[src/rtl/bilbo_pkg.sv]
package bilbo_pkg;
  typedef enum logic [1:0] {
    BM_SHIFT = 2'b00,
    BM_CLEAR = 2'b01,
    BM_SIG   = 2'b10,
    BM_LOAD  = 2'b11
  } bilbo_mode_e;
endpackage

[src/rtl/bilbo_mode_dec.sv]
module bilbo_mode_dec
  import bilbo_pkg::*;
(
  input  logic        b1,
  input  logic        b2,
  output bilbo_mode_e mode
);
  assign mode = bilbo_mode_e'({b1, b2});
endmodule

[src/rtl/bilbo_lfsr_next.sv]
module bilbo_lfsr_next #(
  parameter int         W    = 8,
  parameter logic [W-1:0] TAPS = 8'h8E
) (
  input  logic [W-1:0] cur,
  input  logic [W-1:0] inject,
  output logic [W-1:0] nxt
);
  logic fb;
  assign fb  = ^(cur & TAPS);
  assign nxt = {cur[W-2:0], fb} ^ inject;
endmodule

[src/rtl/bilbo_reg.sv]
module bilbo_reg
  import bilbo_pkg::*;
#(
  parameter int           W          = 8,
  parameter logic [W-1:0] TAPS       = 8'h8E,
  parameter bit           CONCURRENT = 1'b0
) (
  input  logic         clk,
  input  logic         rst,
  input  logic         mode_b1,
  input  logic         mode_b2,
  input  logic [W-1:0] par_in,
  input  logic         ser_in,
  output logic [W-1:0] par_out,
  output logic [W-1:0] sig_out,
  output logic         ser_out
);
  localparam logic [W-1:0] ZERO = '0;

  bilbo_mode_e mode;

  bilbo_mode_dec i_dec (
    .b1   (mode_b1),
    .b2   (mode_b2),
    .mode (mode)
  );

  generate
    if (!CONCURRENT) begin : g_single
      logic [W-1:0] st_q;
      logic [W-1:0] st_step;

      bilbo_lfsr_next #(.W(W), .TAPS(TAPS)) i_step (
        .cur    (st_q),
        .inject (par_in),
        .nxt    (st_step)
      );

      always_ff @(posedge clk) begin
        if (rst) begin
          st_q <= ZERO;
        end else begin
          case (mode)
            BM_LOAD:  st_q <= par_in;
            BM_CLEAR: st_q <= ZERO;
            BM_SHIFT: st_q <= {st_q[W-2:0], ser_in};
            default:  st_q <= st_step;
          endcase
        end
      end

      assign par_out = st_q;
      assign sig_out = st_q;
      assign ser_out = st_q[W-1];

      // a zero state with zero injection never leaves zero
      a_r7_zero_lock: assert property (@(posedge clk) disable iff (rst)
        ($past(mode) == BM_SIG && $past(par_in) == ZERO &&
         $past(par_out) == ZERO && !$past(rst)) |-> par_out == ZERO);

    end else begin : g_concurrent
      logic [W-1:0] gen_q;
      logic [W-1:0] sig_q;
      logic [W-1:0] gen_step;
      logic [W-1:0] sig_step;

      bilbo_lfsr_next #(.W(W), .TAPS(TAPS)) i_gen_step (
        .cur    (gen_q),
        .inject (ZERO),
        .nxt    (gen_step)
      );

      bilbo_lfsr_next #(.W(W), .TAPS(TAPS)) i_sig_step (
        .cur    (sig_q),
        .inject (par_in),
        .nxt    (sig_step)
      );

      always_ff @(posedge clk) begin
        if (rst) begin
          gen_q <= ZERO;
          sig_q <= ZERO;
        end else begin
          case (mode)
            BM_LOAD: begin
              gen_q <= par_in;
            end
            BM_CLEAR: begin
              gen_q <= ZERO;
              sig_q <= ZERO;
            end
            BM_SHIFT: begin
              gen_q <= {gen_q[W-2:0], ser_in};
              sig_q <= {sig_q[W-2:0], gen_q[W-1]};
            end
            default: begin
              gen_q <= gen_step;
              sig_q <= sig_step;
            end
          endcase
        end
      end

      assign par_out = gen_q;
      assign sig_out = sig_q;
      assign ser_out = sig_q[W-1];

      // load leaves the signature state alone
      a_r9_load_keeps_sig: assert property (@(posedge clk) disable iff (rst)
        ($past(mode) == BM_LOAD && !$past(rst)) |-> sig_out == $past(sig_out));

      // scan chain crosses from pattern state into signature state
      a_r4_chain_link: assert property (@(posedge clk) disable iff (rst)
        ($past(mode) == BM_SHIFT && !$past(rst)) |-> sig_out[0] == $past(par_out[W-1]));
    end
  endgenerate

  // reset empties the register
  a_r1_reset_clears: assert property (@(posedge clk)
    $past(rst) |-> (par_out == ZERO && sig_out == ZERO && !ser_out));

  // load captures the parallel inputs
  a_r2_load: assert property (@(posedge clk) disable iff (rst)
    ($past(mode) == BM_LOAD && !$past(rst)) |-> par_out == $past(par_in));

  // clear mode zeroes everything
  a_r3_clear: assert property (@(posedge clk) disable iff (rst)
    ($past(mode) == BM_CLEAR && !$past(rst)) |-> (par_out == ZERO && sig_out == ZERO));

  // shift moves one place toward the top
  a_r4_shift: assert property (@(posedge clk) disable iff (rst)
    ($past(mode) == BM_SHIFT && !$past(rst)) |->
      (par_out[0] == $past(ser_in) && par_out[W-1:1] == $past(par_out[W-2:0])));
endmodule

[config.mk]
export PLATFORM = sky130hd
export DESIGN_NAME = bilbo_reg
export DESIGN_NICKNAME = d
export VERILOG_FILES = /design/src/rtl/bilbo_pkg.sv /design/src/rtl/bilbo_mode_dec.sv /design/src/rtl/bilbo_lfsr_next.sv /design/src/rtl/bilbo_reg.sv
export SDC_FILE = /design/constraint.sdc
export NUM_CORES = 1
export LEC_CHECK = 0
export BUFFER_PORTS_ARGS = -buffer_cell sky130_fd_sc_hd__buf_2
export CAP_MARGIN = 30
export CORE_AREA = 2 2 39 41
export CTS_CLUSTER_DIAMETER = 120
export DETAILED_ROUTE_END_ITERATION = 10
export DIE_AREA = 0 0 41 43
export PLACE_DENSITY = 0.67
export SLEW_MARGIN = 10
export SYNTH_ARGS = -nofsm -noshare
export SYNTH_HDL_FRONTEND = slang
export SYNTH_SLANG_ARGS = --single-unit
export TNS_END_PERCENT = 5
[constraint.sdc]
create_clock -name clk -period 1.75 [get_ports clk]
set_input_delay 0.175 -clock clk [delete_from_list [all_inputs] [get_ports clk]]
set_output_delay 0.175 -clock clk [all_outputs]
set_load 0.02 [all_outputs]
Word level (Yosys, flattened, before mapping) --
Index checks and enable logic that the tools add are counted.
Word-level totals: output and inout bits 17, bits in registers 8, bits of input ports 13
Cells by class: eq/ne operators 2, bitwise logic cells 1, muxes and demuxes 1, reduce and logical (&&, ||, !) cells 2
Operator list (count):
- one-hot mux 8 bit (3 select lines) | 1
- parity 8 bit | 1
- bitwise XOR 8 bit | 1
- equality test 2 x 1 -> 1 bit (second input constant) | 1
- equality test 2 bit (second input constant) | 1
- logical NOT 2 bit | 1

Logic depth before layout (Yosys ltp) --
Gate-level depths: netlist (run 1).
depth in word-level cells 3, gate-level depth with buffers 4, gate-level depth less buffers 3

Modules after synthesis --
Synthesis (run 1) repeated with hierarchy kept, for this count alone.
Second synthesis, totals: cell total of the unflattened synthesis 58, area, all modules 563.0 um^2
Modules (own cells, without submodules):
- bilbo_reg | area each 446.7 um^2, cells an instance 46, times used 1
- bilbo_lfsr_next | area each 101.3 um^2, cells an instance 10, times used 1
- bilbo_mode_dec | area each 15.0 um^2, cells an instance 2, times used 1

Least setup slack after synthesis (run 1) --
OpenSTA, ideal clock, no wires.
path kind register to register, from register g_single.st_q[1], in the netlist par_out[1], to register g_single.st_q[0], in the netlist par_out[0], library setup time 0.096 ns, slack 0.456 ns, path buffers 0, arrival 1.199 ns, cell stages (with the launch flop) 4, cells stage by stage dfxtp_1 xnor3_1 xnor2_1 o41ai_2
Between the ends: cells in the longest elaborated chain, start to end 3
RTL lines:
- start, declared | RTL line bilbo_reg.sv:30 | logic [W-1:0] st_q;
- start signal, assigned | RTL line bilbo_reg.sv:44 | BM_LOAD: st_q <= par_in;
- start signal, assigned | RTL line bilbo_reg.sv:46 | BM_SHIFT: st_q <= {st_q[W-2:0], ser_in};
- start signal, assigned | RTL line bilbo_reg.sv:47 | default: st_q <= st_step;
- parity 8 bit | RTL line bilbo_lfsr_next.sv:10 | assign fb = ^(cur & TAPS);
- bitwise XOR 8 bit | RTL line bilbo_lfsr_next.sv:11 | assign nxt = {cur[W-2:0], fb} ^ inject;
- one-hot mux 8 bit (3 select lines) | RTL line bilbo_reg.sv:43 | case (mode)
No other way between the ends. A chain may end at the register's enable or synchronous reset.

Final worst setup path (run 1) --
Ends and elaborated chain as after synthesis.

==> out/qor.csv, run 1 <==
stage;metric;value;unit
final_layout;diodes;0;
sta;slew_headroom;83.0;%
grt;grt_pass1_vias;333;
sta;period_share;67.2;%
detailed_routing;ant_nets;0;
worst_setup_path;start_kind;flop;
final_layout;area_growth;22.7;%
pwr;p_sw;0.143;mW
synthesis;ys_seq_area_share;33.4;%
final_layout;final_cells;92;
pwr;netSwitchingFraction;30.1;%
grt;grt_start_max_net_pins;11;
die;fp.dieW;41;um
place;place_congestion;0.610;
synthesis;synth_top_flop_cell;dfxtp_1;
synthesis;synth_top_area_share;33.4;%
synthesis;synth_edf_count;0;
detailed_routing;vias;382;
cts;ctsHoldBuffers;0;
synthesis;synth_area;479;um^2
pwr;pwr-share-clk;29.4;%
worst_setup_path;cp_data_arrival_time;1.33;ns
cts;clockBufferDepth;2;
synthesis;async_flop_share;0;%
pwr;p_per_area;807;nW/um^2
sta;worstMarginPinSlew;0.251;ns
pwr;internal-power;0.331;mW
die;initial_core_util;34.6;%
sta;skew;0.00484;ns
die;core;1380;um^2
grt;antenna_found_initial;0;
synthesis;syn-num-nets;69;
pwr;p_leak;0.307;nW
sta;fmax;851;MHz
cts;cts_buffers;3;
cts;clk_pin_slew;0.06;ns
detailed_routing;drtPass1Iterations;3;
place;place_ws;0.569;ns
die;die_h;43;um
sta;hold_viol;0;
run;cap_violations;0;
cts;clock_latency;0.25;ns
die;die_area;1760;um^2
detailed_routing;wirelength;903;um
sta;drv_slew;0;
final_layout;seqCellArea;160;um^2
detailed_routing;remaining_drc_errors;0;
cts;cts_sinks;8;
place;portBuffers;29;
final_layout;drive_gt1_share;43.4;%
sta;setup_tns;0;ns
synthesis;yosys-top-cells-area;dfxtp_1 (33%), xnor2_1 (16%), buf_4 (14%), nand2b_1 (7.8%), nand2_1 (5.5%);
final_layout;fillers;150;
pwr;pwr-share-seq;43.2;%
synthesis;yosysUniqueCellTypes;13;
detailed_routing;wl_per_cell;9.82;um
worst_setup_path;path_max_fanout;4;
cts;cts_tree;yes;
synthesis;yosysTopAreaCell;dfxtp_1;
grt;grt_usage;12.1;%
sta;setup_violations;0;
detailed_routing;drtIter0Drc;2;
detailed_routing;viasPerCell;4.15;
die;num_rows;14;
pwr;ir_drop;0.000476;V
final_layout;multi_input_area;233;um^2
synthesis;postSynthAreaPerCell;8.56;um^2
final_layout;utilization;42.5;%
worst_setup_path;endpoint_kind;flop;
cts;post_cts_buffers;0;
grt;grt_overflow;0;
status;status;complete, no violations;
worst_setup_path;setup.worst_path.class;flop to flop;
cts;post_cts_resized;0;
worst_setup_path;required;1.91;ns
place;dpl.cell_count;89;
die;pin_count;30;
synthesis;synth_commonest_cells;buf_4 (9), xnor2_1 (9), dfxtp_1 (8), nand2_1 (7), nor2_1 (7);
cts;cts_root_buf;clkbuf_4;
hold_path;hp-class;input pin to flop;
final_layout;fin_nets;91;
synthesis;syn_inst;56;
synthesis;ys_seq_elements;8;
place;hpwl;686;um
cts;htreeDepth;1;
sta;setup_slack;0.575;ns
pwr;pwr-share-comb;27.5;%
synthesis;yosys_warnings;0;
final_layout;largest_reg_flops;8;
sta;rsz0062_at_grt;false;
sta;fin_crit;1.18;ns
grt;grt_pass1_wl;1390;um
layout by cell type, fill, tap and decap left out, drive strengths merged:
cell | Yosys | layout
buf | 9 | 29
xnor2 | 9 | 9
dfxtp | 8 | 8
nand2 | 7 | 7
nor2 | 7 | 7
nand2b | 6 | 6
clkbuf | 3 | 3
inv | 2 | 2
xnor3 | 1 | 1
nor4b | 1 | 1
a41oi | 1 | 1
o41ai | 1 | 1
or2b | 1 | 1
final timing paths:
| path | cells after the start | end | from | slack, ns |
|---|---|---|---|---|
| setup / recovery | 3 | par_out[0] | par_out[1] | 0.57 |
| hold / removal | 2 | par_out[0] | mode_b2 | 0.23 |
| setup reg to reg | 3 | par_out[0] | par_out[1] | 0.57 |
| hold reg to reg | 3 | par_out[5] | par_out[4] | 0.55 |
critical path, cell delays in order (launching register included):
cell and delay, ns:
dfxtp_1 0.36, xnor3_1 0.41, xnor2_1 0.14, o41ai_2 0.18
metrics by stage:
stage                     power (mW)  hold slack (ns)  instance area (um^2)
after floorplan                0.316            0.369                   479
after global placement         0.340            0.484                   566
after detailed placement       0.341            0.490                   566
after CTS                      0.481            0.226                   588
after global routing           0.504            0.228                   588
final                          0.475            0.228                   588
logic make-up (layout without fill, tap and decap cells):
family	count (synthesis)	count (layout)	share of synthesized area, %
xor gates and xnor gates	10	10	21.1
buffers and inverters	14	34	18.0
AOI/OAI and AO/OA	2	2	5.22
DFF	8	8	33.4
and+or+nand+nor	22	22	22.2
power by group through the flow:
stage	Combinational, mW	Sequential [mW]	Clock (mW)
final	0.130	0.205	0.139
after global routing	0.141	0.207	0.156
after CTS	0.132	0.205	0.143
after detailed placement	0.132	0.209	0
after global placement	0.132	0.208	0
after floorplan	0.0926	0.224	0
metal layers:
layer | track usage, % | routed length (um) | vias to the layer above
li1 | - | - | 205
met1 | 14.9 | 417 | 158
met2 | 16.6 | 409 | 17
met3 | 4.71 | 66 | 2
met4 | 8.00 | 9 | 0
met5 | 0 | 0 | -
cell type report:
| cell class | instances | area share (%) |
|---|---|---|
| clock buffers | 3 | 3.83 |
| inverters | 2 | 1.28 |
| multi-input cells | 34 | 39.6 |
| flip-flops and latches | 8 | 27.2 |
| well taps | 16 | 3.40 |
| repair buffers | 29 | 24.7 |
No activity file was read; power rests on OpenSTA's default activity.
==> run 2: changes to the inputs <==
--- a/config.mk
+++ b/config.mk
@@ -7,11 +7,10 @@
 export LEC_CHECK = 0
 export BUFFER_PORTS_ARGS = -buffer_cell sky130_fd_sc_hd__buf_2
 export CAP_MARGIN = 30
-export CORE_AREA = 2 2 39 41
+export CORE_UTILIZATION = 36
 export CTS_CLUSTER_DIAMETER = 120
 export DETAILED_ROUTE_END_ITERATION = 10
-export DIE_AREA = 0 0 41 43
-export PLACE_DENSITY = 0.67
+export PLACE_DENSITY = 0.7
 export SLEW_MARGIN = 10
 export SYNTH_ARGS = -nofsm -noshare
 export SYNTH_HDL_FRONTEND = slang
==> constraint.sdc (replaced) <==
create_clock -name clk -period 0.95 [get_ports clk]
set_input_delay 0.095 -clock clk [delete_from_list [all_inputs] [get_ports clk]]
set_output_delay 0.095 -clock clk [all_outputs]
set_load 0.02 [all_outputs]
==> run 2 against run 1 <==
Effect of this change:
- the flow now finishes with violations (negative setup slack)
- die area down 16%
- flip-flop and latch count unchanged
- first-iteration DRC count up 100%
- global-route usage up 2.6 points
- core utilization up 15 points
- count of clock-buffer cells in the layout up 1
- cell count up 3.3%
- worst setup slack worse by 0.85 ns
- clock skew up 0.0027 ns
- highest routed layer unchanged
==> out/qor.csv, run 2 (synthesized netlist as in run 1, its figures left out) <==
stage;metric;value;unit;change
worst_setup_path;required;1.09;ns;-0.82 ns
detailed_routing;ant_nets;0;;unchanged
grt;grt_overflow;0;;unchanged
final_layout;final_cell_mix;buf_2 (23), xnor2_1 (9), buf_6 (8);;
run;cap_violations;0;;unchanged
worst_setup_path;start_kind;flop;;
pwr;pwr-share-clk;29.8;%;+0.4 points
pwr;p_per_area;1410;nW/um^2;+75%
sta;fin_crit;1.22;ns;+0.0483 ns
cts;clockBufferDepth;2;;unchanged
cts;cts_tree;yes;;
worst_setup_path;cp_data_arrival_time;1.37;ns;+0.04 ns
worst_setup_path;setup.worst_path.class;flop to flop;;
sta;drv_slew;0;;unchanged
detailed_routing;wl_per_cell;10.1;um;+2.4%
detailed_routing;viasPerCell;4.46;;+7.5%
cts;ctsHoldBuffers;0;;unchanged
die;pin_count;30;;unchanged
detailed_routing;drtPass1Iterations;3;;unchanged
cts;htreeDepth;1;;unchanged
pwr;pwr-share-comb;30.5;%;+3.0 points
cts;post_cts_resized;0;;unchanged
grt;antenna_found_initial;0;;unchanged
pwr;ir_drop;0.000959;V;+100%
sta;period_share;129;%;+62 points
die;fp.dieW;38.5;um;-6.1%
die;initial_core_util;40.9;%;+6.3 points
sta;setup_violations;1;;+1
sta;rsz0062_at_grt;true;;
final_layout;final_cells;95;;+3.3%
pwr;pwr-share-seq;39.7;%;-3.5 points
final_layout;drive_gt1_share;49.4;%;+6.0 points
final_layout;largest_reg_flops;8;;unchanged
sta;slew_headroom;82.6;%;-0.38 points
die;num_rows;12;;-2
cts;clock_latency;0.25;ns;about the same
place;hpwl;648;um;-5.6%
place;place_ws;-0.210;ns;-0.778 ns
die;die_h;38.5;um;-11%
cts;cts_sinks;8;;unchanged
final_layout;area_growth;39.9;%;
place;place_congestion;0.682;;+12%
detailed_routing;wirelength;955;um;+5.8%
sta;whs;0.0381;ns;-0.189 ns
pwr;p_leak;0.338;nW;+10%
cts;cts_root_buf;clkbuf_4;;
sta;skew;0.00753;ns;+0.00268 ns
grt;grt_start_max_net_pins;11;;unchanged
final_layout;design_area;671;um^2;+14%
pwr;internal-power;0.662;mW;+100%
pwr;netSwitchingFraction;30.2;%;about the same
worst_setup_path;path_max_fanout;2;;-2
cts;cts_buffers;3;;unchanged
sta;worstMarginPinSlew;0.257;ns;+0.00641 ns
place;portBuffers;29;;unchanged
sta;setup_slack;-0.274;ns;-0.848 ns
grt;grt_pass1_vias;315;;-5.4%
die;die_area;1480;um^2;-16%
die;core;1170;um^2;-15%
detailed_routing;remaining_drc_errors;0;;unchanged
pwr;total_power;0.947;mW;+100%
cts;clk_pin_slew;0.06;ns;about the same
final_layout;fin_nets;95;;+4.4%
final_layout;fillers;110;;-27%
worst_setup_path;endpoint_kind;flop;;
status;status;finished, violations left;;
sta;hold_viol;0;;unchanged
status;violations;negative setup slack;;
place;placed_area;599;um^2;+6.0%
pwr;p_sw;0.286;mW;+100%
detailed_routing;drtIter0Drc;4;;+2
hold_path;hp-class;input pin to flop;;
grt;grt_pass1_wl;1390;um;unchanged
final_layout;multi_input_area;233;um^2;unchanged
grt;grt_usage;14.7;%;+2.6 points
cts;post_cts_buffers;0;;unchanged
final_layout;diodes;0;;unchanged
place;dpl.cell_count;91;;+2.2%
final_layout;seqCellArea;166;um^2;+3.9%
detailed_routing;vias;424;;+11%
final_layout;final_common_cell;buf_2;;
sta;fmax;817;MHz;-3.9%
==> run 2: power by group through the flow <==
stage	sequential (mW)	clock (mW)	combinational, mW
floorplan	0.413	0	0.170
global placement	0.382	0	0.258
detailed placement	0.382	0	0.259
CTS	0.375	0.293	0.264
global route	0.379	0.311	0.311
finish	0.376	0.282	0.289
==> run 2: worst paths after layout <==
kind / slack, ns / end / start / cells past startpoint
max: -0.27 / par_out[0] / par_out[3] / 3
min reg2reg: 0.56 / par_out[5] / par_out[4] / 3
max reg2reg: -0.27 / par_out[0] / par_out[3] / 3
min: 0.04 / par_out[1] / rst / 2
==> run 2: layer usage <==
layer,global-route usage [%],share of wire [%],wire [um],up-vias
li1,-,-,-,215
met1,17.7,47,450,188
met2,21.3,46,436,19
met3,8.72,6.5,62,2
met4,5.17,0.52,5,0
met5,0,0,0,-
==> run 2: layout make-up <==
| class | count | area share [%] |
|---|---|---|
| clock buffers | 4 | 3.92 |
| inverters | 2 | 1.12 |
| multi-input cells | 34 | 34.7 |
| flip-flops and latches | 8 | 24.8 |
| well taps | 14 | 2.61 |
| repair buffers | 33 | 32.8 |
==> run 2: stage by stage <==
step,setup TNS [ns],util [%]
global placement,-0.163,51.2
global route,-0.394,57.3
floorplan,-0.220,-
finish,-0.274,57.3
detailed placement,-0.210,51.2
CTS,-0.347,53.4
==> run 2: critical path: stages (launching register included) <==
cell and delay (ns):
dfxtp_4 0.34, xnor3_1 0.39, xnor2_1 0.16, o41ai_2 0.23
